## src/rtl/odo_pkg.sv

```systemverilog
package odo_pkg;
    localparam logic [7:0] MARK_VALID = 8'hA5;
    localparam logic [7:0] MARK_DIRTY = 8'h00;

    typedef enum logic [1:0] {
        ST_SCAN = 2'd0,
        ST_IDLE = 2'd1,
        ST_SAVE = 2'd2
    } odo_st_e;
endpackage

```

## src/rtl/odo_ring_step.sv

```systemverilog
module odo_ring_step #(
    parameter int SLOTS  = 30,
    parameter int SLOT_W = 5
) (
    input  logic [SLOT_W-1:0] cur_i,
    output logic [SLOT_W-1:0] nxt_o
);
    always_comb begin
        if (cur_i == SLOT_W'(SLOTS - 1)) nxt_o = '0;
        else                             nxt_o = cur_i + 1'b1;
    end
endmodule

```

## src/rtl/odo_rec_byte.sv

```systemverilog
module odo_rec_byte #(
    parameter int DATA_BYTES = 3,
    parameter int CNT_W      = 24,
    parameter int BIDX_W     = 3
) (
    input  logic [BIDX_W-1:0] idx_i,
    input  logic [CNT_W-1:0]  value_i,
    output logic [7:0]        byte_o
);
    // index 0: dirty marker, 1..DATA_BYTES: count MSB first, last: valid marker
    always_comb begin
        byte_o = odo_pkg::MARK_VALID;
        if (idx_i == '0) byte_o = odo_pkg::MARK_DIRTY;
        for (int j = 0; j < DATA_BYTES; j++) begin
            if (idx_i == BIDX_W'(j + 1)) byte_o = value_i[(DATA_BYTES-1-j)*8 +: 8];
        end
    end
endmodule

```

## src/rtl/odo_store.sv

```systemverilog
module odo_store #(
    parameter int SLOTS      = 30,
    parameter int DATA_BYTES = 3,
    parameter int MAX_COUNT  = 9999999,
    parameter int CNT_W      = 8 * DATA_BYTES,
    parameter int ADDR_W     = $clog2(SLOTS * (DATA_BYTES + 1))
) (
    input  logic              clk,
    input  logic              rst_n,
    input  logic              pulse_i,
    output logic [CNT_W-1:0]  count_o,
    output logic              ready_o,
    output logic              mem_we_o,
    output logic              mem_re_o,
    output logic [ADDR_W-1:0] mem_addr_o,
    output logic [7:0]        mem_wdata_o,
    input  logic [7:0]        mem_rdata_i,
    input  logic              mem_done_i
);
    import odo_pkg::*;

    localparam int REC_BYTES = DATA_BYTES + 1;
    localparam int SLOT_W    = $clog2(SLOTS);
    localparam int BIDX_W    = $clog2(DATA_BYTES + 2);
    localparam logic [CNT_W-1:0] TOP = CNT_W'(MAX_COUNT);

    typedef struct packed {
        odo_st_e           st;
        logic [SLOT_W-1:0] slot;
        logic [BIDX_W-1:0] bidx;
        logic [CNT_W-1:0]  assem;
        logic [7:0]        mark;
        logic              found;
        logic [CNT_W-1:0]  best;
        logic [SLOT_W-1:0] best_slot;
        logic [CNT_W-1:0]  count;
        logic [CNT_W-1:0]  snap;
        logic              pending;
        logic              ready;
        logic              req_we;
        logic              req_re;
    } regs_t;

    regs_t q, d;

    // candidate evaluation when the last byte of a slot arrives
    logic [CNT_W-1:0]  full_w;
    logic              take_w;
    logic              win_found;
    logic [CNT_W-1:0]  win_val;
    logic [SLOT_W-1:0] win_slot;
    logic [SLOT_W-1:0] win_next;
    logic [SLOT_W-1:0] slot_next;
    logic [BIDX_W-1:0] off_w;

    always_comb begin
        full_w    = (q.assem << 8) | CNT_W'(mem_rdata_i);
        take_w    = (q.mark == MARK_VALID) && (full_w <= TOP) &&
                    (!q.found || (full_w > q.best));
        win_found = q.found | take_w;
        win_val   = take_w ? full_w : q.best;
        win_slot  = take_w ? q.slot : q.best_slot;
    end

    odo_ring_step #(.SLOTS(SLOTS), .SLOT_W(SLOT_W)) u_step_cur (
        .cur_i (q.slot),
        .nxt_o (slot_next)
    );

    odo_ring_step #(.SLOTS(SLOTS), .SLOT_W(SLOT_W)) u_step_win (
        .cur_i (win_slot),
        .nxt_o (win_next)
    );

    odo_rec_byte #(.DATA_BYTES(DATA_BYTES), .CNT_W(CNT_W), .BIDX_W(BIDX_W)) u_byte (
        .idx_i   (q.bidx),
        .value_i (q.snap),
        .byte_o  (mem_wdata_o)
    );

    always_comb begin
        d = q;

        if (q.ready && pulse_i) begin
            d.count   = (q.count == TOP) ? '0 : q.count + 1'b1;
            d.pending = 1'b1;
        end

        unique case (q.st)
            ST_SCAN: begin
                d.req_re = 1'b1;
                if (mem_done_i) begin
                    if (q.bidx == '0) d.mark  = mem_rdata_i;
                    else              d.assem = full_w;
                    if (q.bidx == BIDX_W'(DATA_BYTES)) begin
                        d.bidx      = '0;
                        d.found     = win_found;
                        d.best      = win_val;
                        d.best_slot = win_slot;
                        if (q.slot == SLOT_W'(SLOTS - 1)) begin
                            d.req_re = 1'b0;
                            d.st     = ST_IDLE;
                            d.ready  = 1'b1;
                            d.count  = win_found ? win_val : '0;
                            d.slot   = win_found ? win_next : '0;
                        end else begin
                            d.slot = slot_next;
                        end
                    end else begin
                        d.bidx = q.bidx + 1'b1;
                    end
                end
            end
            ST_IDLE: begin
                if (q.pending) begin
                    d.snap    = q.count;
                    d.pending = q.ready && pulse_i;
                    d.bidx    = '0;
                    d.req_we  = 1'b1;
                    d.st      = ST_SAVE;
                end
            end
            ST_SAVE: begin
                if (mem_done_i) begin
                    if (q.bidx == BIDX_W'(DATA_BYTES + 1)) begin
                        d.req_we = 1'b0;
                        d.slot   = slot_next;
                        d.bidx   = '0;
                        d.st     = ST_IDLE;
                    end else begin
                        d.bidx = q.bidx + 1'b1;
                    end
                end
            end
            default: d.st = ST_IDLE;
        endcase
    end

    always_ff @(posedge clk or negedge rst_n) begin
        if (!rst_n) q <= '0;
        else        q <= d;
    end

    always_comb begin
        off_w      = (q.bidx > BIDX_W'(DATA_BYTES)) ? '0 : q.bidx;
        mem_addr_o = ADDR_W'(q.slot) * ADDR_W'(REC_BYTES) + ADDR_W'(off_w);
    end

    assign count_o  = q.count;
    assign ready_o  = q.ready;
    assign mem_we_o = q.req_we;
    assign mem_re_o = q.req_re;
endmodule

```

## config.mk

```make
export PLATFORM = sky130hd
export DESIGN_NAME = odo_store
export DESIGN_NICKNAME = d
export VERILOG_FILES = /design/src/rtl/odo_pkg.sv /design/src/rtl/odo_ring_step.sv /design/src/rtl/odo_rec_byte.sv /design/src/rtl/odo_store.sv
export SDC_FILE = /design/constraint.sdc
export NUM_CORES = 1
export LEC_CHECK = 0
export BUFFER_PORTS_ARGS = -buffer_cell sky130_fd_sc_hd__buf_2
export CORE_MARGIN = 8
export CORE_UTILIZATION = 55
export DETAILED_ROUTE_END_ITERATION = 8
export HOLD_SLACK_MARGIN = 0.02
export PLACE_DENSITY = 0.83
export SLEW_MARGIN = 10
export SYNTH_ARGS = -nofsm -noshare
export SYNTH_HDL_FRONTEND = slang
export SYNTH_SLANG_ARGS = --single-unit
```

## constraint.sdc

```tcl
create_clock -name clk -period 4.35 [get_ports clk]
set_input_delay 0.87 -clock clk [delete_from_list [all_inputs] [get_ports clk]]
set_output_delay 0.87 -clock clk [all_outputs]
set_load 0.03 [all_outputs]
```

**Word level (Yosys, flattened, before mapping)**

Index checks and enable logic that the tools add are counted.
W data, S select, Z words.

- Equal/unequal tests: 16
- Order comparisons: 3
- Bitwise gates (word level): 3
- Multiplexer cells: 41
- Add/sub/neg operators: 5
- Reduce and logical (&&, ||, !) cells: 19

Operator list:

| operator | count |
|---|---|
| $mux W24 | 7 |
| $mux W96 | 1 |
| $mux W54 | 1 |
| $mux W8 | 5 |
| $mux W5 | 5 |
| $add A24 B1 Y24 const B | 1 |
| $eq A24 B24 Y1 const B | 1 |
| $gt A24 B24 Y1 | 1 |
| $le A24 B24 Y1 const B | 1 |
| $or A24 B8 Y24 | 1 |
| $mux W7 | 2 |
| $mux W3 | 4 |
| $ne A2 B2 Y1 const B | 6 |
| $reduce_and A4 Y1 | 3 |
| $add A5 B1 Y5 const B | 2 |
| $eq A5 B5 Y1 const B | 2 |
| $mux W10 | 1 |
| $pmux W5 S2 | 1 |
| $mux W1 | 9 |
| $pmux W3 S3 | 1 |
| $reduce_and A3 Y1 | 3 |
| $eq A8 B8 Y1 const B | 1 |
| $add A7 B3 Y7 | 1 |
| $eq A3 B2 Y1 const B | 2 |
| 21 further kinds | 25 |

- Output and inout bits: 42
- Flip-flop bits (word level): 124
- Logic and storage cells: 101
- Input bits: 12

**Depth between registers and ports, before layout**

- Word-level depth: 12
- Mapped depth: 16
- Mapped depth without buffers: 15

**Modules after synthesis**

A second synthesis with hierarchy kept.

- Cells, all modules: 672
- Area, all modules: 7019.2 um^2

Modules (own cells, without submodules):

| module | area an instance (um^2) | times used | sequential area each (um^2) | cells each |
|---|---|---|---|---|
| odo_store | 6573.8 | 1 | 2902.8 | 620 |
| odo_ring_step | 120.1 | 2 | 0.0 | 14 |
| odo_rec_byte | 205.2 | 1 | 0.0 | 24 |

**Least setup slack after synthesis**

No wires, ideal clock.

- Kind: input to register
- From: input port mem_rdata_i[5]
- To: register q[117] in the netlist's numbering
- Buffers on the path: 1
- Data required time: 4.268 ns
- Path slack: 0.988 ns
- Library setup time: 0.082 ns
- Stages: 14
- Arrival: 3.280 ns
- Path through: ha_1 -> a211oi_1 -> nor2_1 -> nor3_1 -> a21oi_1 -> o21ai_2 -> nor2_1 -> buf_6 -> mux2_4 -> ha_1 -> inv_1 -> o21ai_0 -> or4_1 -> a31oi_1

- Word-level cells in the longest chain between the ends: 12

Ends and longest elaborated chain:

| element | RTL line | RTL |
|---|---|---|
| start, declared | odo_store.sv:17 | `input logic [7:0] mem_rdata_i,` |
| $or A24 B8 Y24 (*) | odo_store.sv:57 | `full_w = (q.assem << 8) \| CNT_W'(mem_rdata_i);` |
| $le A24 B24 Y1 or $gt A24 B24 Y1 (tied branches) | odo_store.sv:58, odo_store.sv:59 |  |
| $logic_and A1 B1 Y1 or $logic_or A1 B1 Y1 (tied branches) | odo_store.sv:58, odo_store.sv:59 |  |
| $logic_and A1 B1 Y1 (*) | odo_store.sv:58 | `take_w = (q.mark == MARK_VALID) && (full_w <= TOP) &&` |
| $mux W5 (*) | odo_store.sv:62 | `win_slot = take_w ? q.slot : q.best_slot;` |
| via u_step_win.cur_i[0] | odo_ring_step.sv:5 | `input logic [SLOT_W-1:0] cur_i,` |
| $add A5 B1 Y5 or $eq A5 B5 Y1 (tied branches) | odo_ring_step.sv:10, odo_ring_step.sv:9 |  |
| $mux W5 (*) | odo_ring_step.sv:9 | `if (cur_i == SLOT_W'(SLOTS - 1)) nxt_o = '0;` |
| $mux W5 (*) | odo_store.sv:105 | `d.slot = win_found ? win_next : '0;` |
| $mux W5 (*) | odo_store.sv:100 | `if (q.slot == SLOT_W'(SLOTS - 1)) begin` |
| $mux W7 (*) | odo_store.sv:95 | `if (q.bidx == BIDX_W'(DATA_BYTES)) begin` |
| $mux W96 (*) | odo_store.sv:92 | `if (mem_done_i) begin` |
| $pmux W5 S2 (*) | odo_store.sv:89 | `unique case (q.st)` |
| end signal, assigned | odo_store.sv:140 | `if (!rst_n) q <= '0;` |
| end signal, assigned | odo_store.sv:141 | `else q <= d;` |
| end, declared | odo_store.sv:44 | `regs_t q, d;` |

Mark *: on every way through the listed nets, which the timed path passes. The rest lies on a longest branch. The select of a mux whose other input is x is not followed.
A chain may end at the register's enable or synchronous reset.

**Worst setup path in the final report**

- From: register q[104] in the netlist's numbering
- To: register q[121] in the netlist's numbering

- Word-level cells in the longest chain between the ends: 12

Ends and longest elaborated chain:

| element | RTL line |
|---|---|
| $or A24 B8 Y24 (*) | odo_store.sv:57 |
| $le A24 B24 Y1 or $gt A24 B24 Y1 (tied branches) | odo_store.sv:58, odo_store.sv:59 |
| $logic_and A1 B1 Y1 or $logic_or A1 B1 Y1 (tied branches) | odo_store.sv:58, odo_store.sv:59 |
| $logic_and A1 B1 Y1 (*) | odo_store.sv:58 |
| $mux W5 (*) | odo_store.sv:62 |
| via u_step_win.cur_i[1] | odo_ring_step.sv:5 |
| $add A5 B1 Y5 or $eq A5 B5 Y1 (tied branches) | odo_ring_step.sv:10, odo_ring_step.sv:9 |
| $mux W5 (*) | odo_ring_step.sv:9 |
| $mux W5 (*) | odo_store.sv:105 |
| $mux W5 (*) | odo_store.sv:100 |
| $mux W7 (*) | odo_store.sv:95 |
| $mux W96 (*) | odo_store.sv:92 |
| $pmux W5 S2 (*) | odo_store.sv:89 |

Marks and branches as above.

==> flow_metrics.tcl <==
set metrics [dict create \
    htreeDepth 4 \
    maxCapViolCount 0 \
    place_area_um2 6890 \
    yosys_warnings 0 \
    die_h_um 126 \
    drt-vias-per-instance 6.23 \
    fin_crit_sh_pct 89.5 \
    cts_sinks 116 \
    synth_ff_type "dfrtp_1" \
    slew_headroom_pct 35.6 \
    grt_pass1_vias 5443 \
    track_usage_pct 21.4 \
    stdcell_count 871 \
    p_leak_nw 3.60 \
    ys_top_cells_by_area "dfrtp_1, mux2_2, ha_1" \
    fmax_ghz 0.257 \
    fill_cells 898 \
    fin_area_um2 7530 \
    seq_area_um2 2900 \
    vias 5425 \
    setup_ws_ns 0.458 \
    place_congestion 0.905 \
    die_w_um 126 \
    ioPinCount 54 \
    cp.arrival_ns 4.18 \
    netlist_instances 685 \
    netlist_area_um2 6700 \
    worst_skew_pair.late_latency_ns 0.41 \
    portBuffers 53 \
    grt_max_degree 77 \
    finalSetupViolations 0 \
    antenna_found_initial 0 \
    drt.antenna.violating_nets 0 \
    synth_seq_cells 116 \
    critPathSlowestCell "nor4_1" \
    pre_cts_slack_ns 0.514 \
    worst-path-max-fanout 15 \
    cpPeakStageDelay_ns 0.50 \
    wl_met1_um 7060 \
    drt-total-wl_um 16700 \
    syn2layout_area_growth_pct 12.5 \
    synth_fp_nets 738 \
    slew_violations 0 \
    dp_hpwl_um 11600 \
    period_needed_ns 3.89 \
    ys_async_sr_fraction_pct 100 \
    cts_resized 0 \
    multiInputGateArea_um2 3320 \
    min-delay-path-class "reg -> reg" \
    worst_pin_slew_ns 0.964 \
    fin_skew_ns 0.0111 \
    setup_tns_ns 0 \
    path_clk_slew_ns 0.06 \
    critPathLaunchType "flop" \
    cts_buffers 17 \
    cts_buffer_depth 2 \
    cts_hold_buf 0 \
    rsz0062_at_grt "no" \
    start_util_pct 56.0 \
    top_layer "met4" \
    synth-edff-count 0 \
    ys_seq_area_share_pct 43.3 \
    synth.distinct_cells 57 \
    post_cts_buffers 0 \
    r2r-start "q[104]" \
    synth_top_area_cell "dfrtp_1" \
    fin_total_pwr_mw 3.94 \
    r2r_setup_slack_ns 0.46 \
    antenna_cells 0 \
    grt_pass1_wl_um 27700 \
    critPathCaptureType "flop" \
    cts_root_buffer "clkbuf_16" \
    firstDrtPassIters 5 \
    fin_util_pct 63.0 \
    dr.first_iter.drc_count 538 \
    placed_cells 839 \
    critPathKind "reg -> reg" \
    worstPathRequired_ns 4.64 \
    final_hold_viol_count 0 \
    worstHoldStart "q[82]" \
    synth_top_area_share_pct 43.3 \
    syn_area_per_cell_um2 9.78 \
    status "finished clean" \
    peakVddDrop_v 0.000641 \
    die_area_um2 16000 \
    route.met3.wl_um 1250 \
    whs_ns 0.480 \
    grt.overflow.total 0 \
    rows 40 \
    drive_gt1_share_pct 21.4 \
    dr_wl_met2_um 8170 \
    cp_cell_sequence "ha_1, nand4_1, nor4_1, o21ai_0, a21oi_1, o21ai_2, nor2_2, buf_4, mux2i_1, inv_1, ha_1, nand3_1, a21oi_1, a2111oi_2, o31ai_1" \
    finalNetCount 764 \
    core_region_area_um2 12000 \
    cp-startpoint "q[104]" \
    route.detailed.drc 0 \
    cts_tree "yes" \
    wl_per_cell_um 19.2 \
    power_per_cell_area_nw_per_um2 523 \
]
[critical path, delay by kind of cell, from the launching register on]
kind / cells / cell delay (ns)
simple gates: 4 / 0.96
buf+inv: 2 / 0.34
mux: 1 / 0.39
compound gates: 6 / 1.03
fa+ha+maj: 2 / 0.62
flops: 1 / 0.43
[registers in the layout, indices dropped and copies added (netlist names)]
signal and cells:
mem_re_o 1, ready_o 1, count_o 24, mem_we_o 1
q 89
[power breakdown]
part / internal [mW] / switching, mW / leakage, nW
combinational: 0.393 / 0.547 / 1.88
clock: 1.03 / 0.495 / 0.301
sequential: 1.23 / 0.239 / 1.43
total: 2.66 / 1.28 / 3.60
[Yosys cell counts (3+ instances only)]
| library cell | number |
|---|---|
| a211oi_1 | 4 |
| a21oi_1 | 66 |
| a22oi_1 | 6 |
| and3_1 | 14 |
| buf_2 | 9 |
| buf_4 | 27 |
| clkbuf_1 | 16 |
| dfrtp_1 | 116 |
| ha_1 | 41 |
| inv_1 | 39 |
| mux2_2 | 53 |
| mux2i_1 | 5 |
| nand2_1 | 60 |
| nand3_1 | 25 |
| nand4_1 | 8 |
| nor2_1 | 28 |
| nor2b_1 | 5 |
| nor3_1 | 8 |
| o211ai_1 | 3 |
| o21a_1 | 4 |
| o21ai_0 | 48 |
| o21ai_1 | 3 |
| o21bai_1 | 3 |
| o22ai_1 | 24 |
| o31ai_1 | 3 |
| xnor2_1 | 11 |
| xor2_1 | 17 |
[cell families (layout without fill, tap and decap cells)]
logic type      count (synthesis)  after routing  share of synthesized area (%)
mux                            61             61                           10.2
xor+xnor                       28             28                           3.66
simple gates                  166            166                           12.3
other cells                     1              1                         0.0560
compound gates                178            178                           15.6
fa+ha+maj                      41             41                           7.66
buf+inv                        94            133                           7.17
flops                         116            116                           43.3
[cells in the final DEF, fill, tap and decap left out, types with 10 or more instances in the layout]
| master | Yosys | routed |
|---|---|---|
| ha_1 | 41 | 41 |
| nor2_1 | 28 | 27 |
| and3_1 | 14 | 14 |
| o22ai_1 | 24 | 24 |
| nand3_1 | 25 | 25 |
| buf_4 | 27 | 10 |
| nand2_1 | 60 | 60 |
| xnor2_1 | 11 | 11 |
| o21ai_0 | 48 | 47 |
| clkbuf_16 | 0 | 17 |
| dfrtp_1 | 116 | 116 |
| mux2_2 | 53 | 53 |
| xor2_1 | 17 | 17 |
| buf_2 | 9 | 52 |
| inv_1 | 39 | 39 |
| a21oi_1 | 66 | 66 |
[final timing paths]
kind                       cells after the start      to
setup / recovery                              15  q[121]
hold / removal                                 2   q[82]
setup reg to reg                              15  q[121]
hold reg to reg                                2   q[82]
max in group asynchronous                      2  q[105]
min in group asynchronous                      1   q[91]
[routing by layer]
layer	vias to the layer above	global-route usage, %
li1	2466	-
met1	2710	26.9
met2	220	35.0
met3	29	5.45
met4	0	7.93
met5	-	0
[area by class of cell]
cell class,count,share of cell area [%]
multi-input combinational,475,44.0
sequential,116,38.5
clock buffer,19,5.88
timing repair buffer,62,4.45
clock inverter,13,2.74
tap,147,2.44
inverter,39,1.94
Power figures use the tool's default switching activity.
